==> config.mk <==
export PLATFORM = sky130hd
export DESIGN_NAME = printer_strobe_ctl
export DESIGN_NICKNAME = d
export VERILOG_FILES = /design/src/rtl/psc_pkg.sv /design/src/rtl/psc_regs.sv /design/src/rtl/psc_seq.sv /design/src/rtl/printer_strobe_ctl.sv
export SDC_FILE = /design/constraint.sdc
export NUM_CORES = 1
export LEC_CHECK = 0
export BUFFER_PORTS_ARGS = -buffer_cell sky130_fd_sc_hd__buf_2
export CAP_MARGIN = 10
export CORE_MARGIN = 10
export CORE_UTILIZATION = 56
export CTS_BUF_LIST = sky130_fd_sc_hd__clkbuf_4 sky130_fd_sc_hd__clkbuf_8
export DETAILED_ROUTE_END_ITERATION = 6
export PLACE_DENSITY = 0.82
export SLEW_MARGIN = 0
export SYNTH_ARGS = -nofsm -noshare
export SYNTH_HDL_FRONTEND = slang
export SYNTH_SLANG_ARGS = --single-unit
==> constraint.sdc <==
create_clock -name clk -period 2.3 [get_ports clk]
set_clock_uncertainty 0.2 [all_clocks]
set_input_delay 0.46 -clock clk [delete_from_list [all_inputs] [get_ports clk]]
set_output_delay 0.46 -clock clk [all_outputs]
set_load 0.005 [all_outputs]
==> src/rtl/psc_pkg.sv <==
package psc_pkg;
  localparam logic [1:0] ADDR_DATA = 2'd0;
  localparam logic [1:0] ADDR_CTRL = 2'd1;
  localparam logic [1:0] ADDR_STAT = 2'd2;

  typedef enum logic [1:0] {
    PH_IDLE  = 2'd0,
    PH_WAIT  = 2'd1,
    PH_DRIVE = 2'd2
  } phase_t;
endpackage

==> src/rtl/psc_regs.sv <==
module psc_regs
  import psc_pkg::*;
#(
  parameter int DW = 8,
  parameter int CTW = 4
) (
  input  logic           clk,
  input  logic           rst_n,
  input  logic           wr_en,
  input  logic [1:0]     addr,
  input  logic [DW-1:0]  wdata,
  output logic [DW-1:0]  data_q,
  output logic [CTW-1:0] ctl_q,
  output logic           data_wr,
  output logic           ctl_wr
);
  assign data_wr = wr_en && (addr == ADDR_DATA);
  assign ctl_wr  = wr_en && (addr == ADDR_CTRL);

  always_ff @(posedge clk) begin
    if (!rst_n) begin
      data_q <= '0;
      ctl_q  <= '0;
    end else begin
      if (data_wr) data_q <= wdata;
      if (ctl_wr)  ctl_q  <= wdata[CTW-1:0];
    end
  end
endmodule

==> src/rtl/psc_seq.sv <==
module psc_seq
  import psc_pkg::*;
#(
  parameter int SHORT_CYC = 100,
  parameter int LONG_CYC = 400,
  localparam int CW = $clog2(LONG_CYC)
) (
  input  logic clk,
  input  logic rst_n,
  input  logic start,
  input  logic long_sel,
  input  logic abort,
  output logic busy,
  output logic drive
);
  phase_t        phase;
  logic [CW-1:0] cnt;
  logic          len_long;
  logic [CW-1:0] reload;

  assign reload = len_long ? CW'(LONG_CYC - 1) : CW'(SHORT_CYC - 1);

  always_ff @(posedge clk) begin
    if (!rst_n) begin
      phase    <= PH_IDLE;
      cnt      <= '0;
      len_long <= 1'b0;
    end else if (abort) begin
      phase <= PH_IDLE;
      cnt   <= '0;
    end else if (start) begin
      phase    <= PH_WAIT;
      len_long <= long_sel;
      cnt      <= long_sel ? CW'(LONG_CYC - 1) : CW'(SHORT_CYC - 1);
    end else begin
      unique case (phase)
        PH_WAIT: begin
          if (cnt == '0) begin
            phase <= PH_DRIVE;
            cnt   <= reload;
          end else cnt <= cnt - 1'b1;
        end
        PH_DRIVE: begin
          if (cnt == '0) phase <= PH_IDLE;
          else cnt <= cnt - 1'b1;
        end
        default: cnt <= '0;
      endcase
    end
  end

  assign busy  = (phase != PH_IDLE);
  assign drive = (phase == PH_DRIVE);


  cnt_range_chk: assert property (@(posedge clk) disable iff (!rst_n)
    cnt <= CW'(LONG_CYC - 1));


  idle_cnt_chk: assert property (@(posedge clk) disable iff (!rst_n)
    (phase == PH_IDLE) |-> (cnt == '0 || $past(phase) == PH_DRIVE));
endmodule

==> src/rtl/printer_strobe_ctl.sv <==
module printer_strobe_ctl
  import psc_pkg::*;
#(
  parameter int CLK_MHZ = 50,
  parameter int DW = 8,
  localparam int SHORT_CYC = 2 * CLK_MHZ,
  localparam int LONG_CYC = 8 * CLK_MHZ,
  localparam int CTW = 4
) (
  input  logic          clk,
  input  logic          rst_n,
  input  logic          wr_en,
  input  logic [1:0]    addr,
  input  logic [DW-1:0] wdata,
  output logic [DW-1:0] rdata,
  output logic [DW-1:0] data_o,
  output logic          strobe_o,
  output logic          prime_o
);
  logic [CTW-1:0] ctl_q;
  logic           data_wr, ctl_wr;
  logic           busy, drive;
  logic           manual, abort, start;

  psc_regs #(.DW(DW), .CTW(CTW)) u_regs (
    .clk(clk), .rst_n(rst_n), .wr_en(wr_en), .addr(addr), .wdata(wdata),
    .data_q(data_o), .ctl_q(ctl_q), .data_wr(data_wr), .ctl_wr(ctl_wr)
  );

  assign manual = ctl_q[0];
  assign abort  = manual || (ctl_wr && wdata[0]);
  assign start  = data_wr && !manual;

  psc_seq #(.SHORT_CYC(SHORT_CYC), .LONG_CYC(LONG_CYC)) u_seq (
    .clk(clk), .rst_n(rst_n), .start(start), .long_sel(ctl_q[1]),
    .abort(abort), .busy(busy), .drive(drive)
  );

  assign strobe_o = manual ? ctl_q[2] : drive;
  assign prime_o  = ctl_q[3];

  always_comb begin
    unique case (addr)
      ADDR_DATA: rdata = data_o;
      ADDR_CTRL: rdata = DW'(ctl_q);
      ADDR_STAT: rdata = DW'(busy);
      default:   rdata = '0;
    endcase
  end


  manual_idle_chk: assert property (@(posedge clk) disable iff (!rst_n)
    manual |-> !busy);


  data_hold_chk: assert property (@(posedge clk) disable iff (!rst_n)
    !data_wr |=> $stable(data_o));


  start_cause_chk: assert property (@(posedge clk) disable iff (!rst_n)
    $rose(busy) |-> $past(data_wr));


  manual_no_start_chk: assert property (@(posedge clk) disable iff (!rst_n)
    (manual && data_wr) |=> !busy);
endmodule

# Yosys cells after proc, flatten, opt, wreduce, memory -nomap -nowiden
# Index checks and enable logic that the tools add are counted.
[word_totals] reg_bits=24 input_bits=13 out_inout_bits=18 word_cells=46
[classes] n_addsub=1 eq_ne=9 n_mux=12 bitwise_logic=2 reduce_logical=16
[ops] operator="$mux W9" count=5
[ops] operator="$pmux W8 S3" count=1
[ops] operator="$pmux W9 S2" count=1
[ops] operator="$logic_not A9 Y1" count=1
[ops] operator="$sub A9 B1 Y9 const B" count=1
[ops] operator="$reduce_and A3 Y1" count=2
[ops] operator="$eq A2 B1 Y1 const B" count=2
[ops] operator="$eq A2 B2 Y1 const B" count=2
[ops] operator="$logic_and A1 B1 Y1" count=4
[ops] operator="$mux W2" count=2
[ops] operator="$ne A2 B1 Y1 const B" count=2
[ops] operator="$pmux W2 S2" count=1
[ops] operator="$reduce_bool A2 Y1" count=2
[ops] operator="$ne A3 B1 Y1 const B" count=1
[ops] operator="$ne A3 B2 Y1 const B" count=1
[ops] operator="$ne A3 B3 Y1 const B" count=1
[ops] operator="$reduce_bool A3 Y1" count=1
[ops] operator="$reduce_or A3 Y1" count=1
[ops] operator="$logic_not A2 Y1" count=1
[ops] operator="$mux W1" count=2
[ops] operator="$not A1 Y1" count=2
[ops] operator="$reduce_and A2 Y1" count=1
[ops] operator="$reduce_or A2 Y1" count=1
[ops] operator="$logic_not A1 Y1" count=1
[ops] operator="$logic_or A1 B1 Y1" count=1

# Depth between registers and ports, before layout
[depth] word_depth=6 ltp_mapped=7 mapped_depth_nobuf=6

# Hierarchy
# Synthesis repeated with hierarchy kept, for this count alone.
[hier_totals] hier_cells=159 hier_area_um2=1331.3
[by_module_without_submodules] mod="psc_seq" instances=1 cells_per_inst=91 area_per_inst_um2=715.7 seq_area_each_um2=240.2
[by_module_without_submodules] mod="psc_regs" instances=1 cells_per_inst=50 area_per_inst_um2=484.2 seq_area_each_um2=240.2
[by_module_without_submodules] mod="printer_strobe_ctl" instances=1 cells_per_inst=18 area_per_inst_um2=131.4 seq_area_each_um2=0.0

# Least setup slack after synthesis
# No wires, ideal clock.
[synth_timing] path_type="input-to-reg" start="input addr[0]" end="register u_seq.cnt[5]" setup_time_ps=74 t_arrival_ps=1640 required_time_ps=2026 path_slack_ps=386 stages=5 path_buffers=2 path_cell_list="buf_6 > or4b_1 > buf_2 > or3_1 > a31oi_1"
[synth_via] elab_chain_cells=5 elab_cells_between_ends=10 classes_between="eq/ne: 2; mux: 1; reduce/logical: 7"
[synth_rtl] item="start: declaration" line_no="printer_strobe_ctl.sv:13" rtl="input logic [1:0] addr,"
[synth_rtl] item="$eq A2 B1 Y1" line_no="psc_regs.sv:18" rtl="assign ctl_wr = wr_en && (addr == ADDR_CTRL);"
[synth_rtl] item="$logic_and A1 B1 Y1" line_no="psc_regs.sv:18"
[synth_rtl] item="$logic_and A1 B1 Y1" line_no="printer_strobe_ctl.sv:31" rtl="assign abort = manual || (ctl_wr && wdata[0]);"
[synth_rtl] item="$logic_or A1 B1 Y1" line_no="printer_strobe_ctl.sv:31"
[synth_rtl] item="$reduce_or A2 Y1 (no line)"
[synth_rtl] item="end signal: assignment" line_no="psc_seq.sv:34" rtl="cnt <= long_sel ? CW'(LONG_CYC - 1) : CW'(SHORT_CYC - 1);"
[synth_rtl] item="end signal: assignment" line_no="psc_seq.sv:40" rtl="cnt <= reload;"
[synth_rtl] item="end signal: assignment" line_no="psc_seq.sv:41" rtl="end else cnt <= cnt - 1'b1;"
[synth_rtl] item="end: declaration" line_no="psc_seq.sv:17" rtl="logic [CW-1:0] cnt;"
# Several ways; a longest one is shown, not always the timed one.
# A chain may end at the register's enable or synchronous reset.

# Worst setup path after layout
[layout_timing] start="register u_seq.phase[0]" end="output strobe_o"
[layout_via] elab_chain_cells=2
[layout_rtl] item="start: declaration" line_no="psc_seq.sv:16" rtl="phase_t phase;"
[layout_rtl] item="start signal: assignment" line_no="psc_seq.sv:25" rtl="phase <= PH_IDLE;"
[layout_rtl] item="start signal: assignment" line_no="psc_seq.sv:29" rtl="phase <= PH_IDLE;"
[layout_rtl] item="start signal: assignment" line_no="psc_seq.sv:32" rtl="phase <= PH_WAIT;"
[layout_rtl] item="$eq A2 B2 Y1" line_no="psc_seq.sv:53" rtl="assign drive = (phase == PH_DRIVE);"
[layout_rtl] item="$mux W1" line_no="printer_strobe_ctl.sv:39" rtl="assign strobe_o = manual ? ctl_q[2] : drive;"
[layout_rtl] item="end: declaration" line_no="printer_strobe_ctl.sv:17" rtl="output logic strobe_o,"
# No other way between the ends.

==> metrics.txt <==
Total GRT Usage=13.59%; CP max FO=11; top post-synthesis cells by area=dfxtp_1, nand2_1, a21boi_0; commonest non-fill, non-tap cells in the layout=buf_2, nand2_1, dfxtp_1, a21boi_0, nor2_1; post-synth cell types=45; hold buffer count at CTS=0; power consumption=828.1 uW; Seq. cell area=slightly below 500 um^2; Placeable Area=0.002432 mm^2; Post-Syn Instances=169; Resize count post-CTS=0; Final GP Congestion=around 0.87; # fillers=226; commonest non-fill, non-tap cell in the layout=buf_2; Setup Buffers After CTS=0; Main synth FF type=dfxtp_1; final hold slack=roughly 180 ps; first-pass GRT wire length=5692 um; Post-synth EDFFs=0; CTS Buffer Depth=2; Multi-input gate area=840.8 um^2; num rows=18; mean post-synth cell area=a little over 8 um^2; WL final=3382 um; setup TNS=0 ps; die width=70.09 um; #FFs+latches synth=24; Synth async-reset ratio=0%; Hold Crit Class=input port to flop; post-detail-place hpwl=2680 um; Util after Layout=about 65%; Initial Utilization=between 50% and 60%; Die H=70.09 um; RSZ-0062 raised after global routing=no; switching share of power=30.33%; Vias=~1300; Clock Sinks=24; Inst Count DP=223; Leakage=0.0006626 uW; Tcrit/Tclk final=between 90% and 100%; CTS root buf=clkbuf_4; Yosys Warn Count=0; setup violators final=0; H-Tree Depth=1; final hold vios=0; Avg Vias per Cell=5.876; Peak supply drop=0.3548 mV; Layout Nets=215; Int Pwr=576.9 uW; Least-Margin Pin Slew=468.3 ps; CP endpoint kind=primary output; TritonCTS clock tree=built; grt total ovfl=0; ANT nets after route=0; cts bufs inserted=3; Comb power frac=24.2%; Peak Freq=0.4616 GHz; Yosys top cell area share=roughly 34%; largest net degree at the start of global routing=15; fin crit period=2166 ps; outcome=finished, final reports clean; CTS clk-pin slew, worst paths=130 ps; area of the mapped netlist=around 0.0014 mm^2; Pwr Density=approximately 530 mW/mm^2; non-filler cells, final=226; Switching Power=251.2 uW; WL/cell=14.96 um; 1st-iter DRT viols=72; Boundary Pins=31; biggest area consumer among synthesized cells=dfxtp_1; Residual DRC=0; Worst-Skew Late Latency=about 310 ps; max-cap violation count=0; layout cells sized above 1=23.98%; register area share after synthesis=34.19%; CP required=1640 ps; Setup CP Type=flop to primary output; critical path arrival=1510 ps; Synthesized Nets=186; DIE AREA=a little under 0.005 mm^2; ant diodes=0; vias in the first global route=roughly 1300; Pins Over Slew Limit=0; Layout area overhead=12.20%; Slew headroom=68.52%; crit path launch type=flop; share of total power in the clock network=22.2%; drt first pass iters=6; initial antenna violation count=0; Port Buffer Count=30; sequential share of power=53.6%
[logic make-up (layout without fill, tap and decap cells)]
family | Yosys count | count (layout) | share of synthesized area, %
and+or+nand+nor | 76 | 76 | 31.43
AOI/OAI and AO/OA | 43 | 43 | 20.04
DFF | 24 | 24 | 34.19
buffers and inverters | 15 | 42 | 5.965
adders and majority gates | 4 | 4 | 3.562
muxes | 4 | 4 | 2.939
xor gates and xnor gates | 3 | 3 | 1.870
[final timing paths]
kind	depth (start not counted)	to	slack [ps]	start
setup / recovery	4	strobe_o	130	u_seq.phase[0]$_SDFFE_PP0P_
hold / removal	3	u_regs.data_q[5]$_SDFFE_PN0N_	180	wdata[5]
setup reg to reg	6	u_seq.cnt[5]$_SDFFE_PP0P_	270	u_seq.cnt[0]$_SDFFE_PP0P_
hold reg to reg	2	u_regs.data_q[7]$_SDFFE_PN0N_	280	u_regs.data_q[7]$_SDFFE_PN0N_
[registers in the layout, indices dropped and copies added (netlist names)]
signal	flops
u_seq.len_long	1
u_seq.phase	2
u_regs.ctl_q	4
u_regs.data_q	8
u_seq.cnt	9
[synth_stat cells, types with 2 or more instances]
cell / instances
nand2_1: 28
dfxtp_1: 24
or4_4: 2
nor3_1: 2
nor4_2: 2
or3_1: 2
a21boi_0: 12
o31ai_1: 3
nor2b_1: 2
xnor2_1: 3
and2_1: 6
buf_6: 3
a21oi_1: 8
inv_1: 6
a31oi_1: 5
clkbuf_1: 4
ha_1: 4
or3b_1: 2
o21ai_0: 8
nand3_1: 7
nor2_1: 10
mux2i_1: 3
[routing by layer]
| metal | track usage (%) | vias up | routed length (um) |
|---|---|---|---|
| met4 | 5.482 | 0 | 55 |
| met5 | 0 | - | 0 |
| met1 | 14.50 | 623 | 1410 |
| li1 | - | 656 | - |
| met3 | 4.944 | 7 | 229 |
| met2 | 23.56 | 42 | 1686 |
[final cells by class]
cell class	count	share of cell area, %
clock buffers	3	1.429
inverters	6	1.429
multi-input cells	130	53.33
flip-flops and latches	24	30.48
well taps	30	2.381
repair buffers	33	10.95
[power by group through the flow]
stage                     Clock, uW  Combinational [uW]  Sequential (uW)
final                           184                 200              444
after global routing            207                 224              447
after CTS                       188                 199              444
after detailed placement          0                 198              453
after global placement            0                 195              452
after floorplan                   0                 146              451
[worst max-delay path, cell delays in order (launching register included)]
cell     delay, ps
dfxtp_1        380
inv_1           70
ha_1           320
mux2_2         300
buf_2          120
[through the flow]
stage	cell area (um^2)	setup WS (ps)
2_1_floorplan	1405	386.0
3_3_place_gp	1554	275.4
3_5_place_dp	1554	217.7
4_1_cts	1577	115.6
5_1_grt	1577	18.73
6_report	1577	133.6
Note: power is estimated with default switching activity, not from simulation.
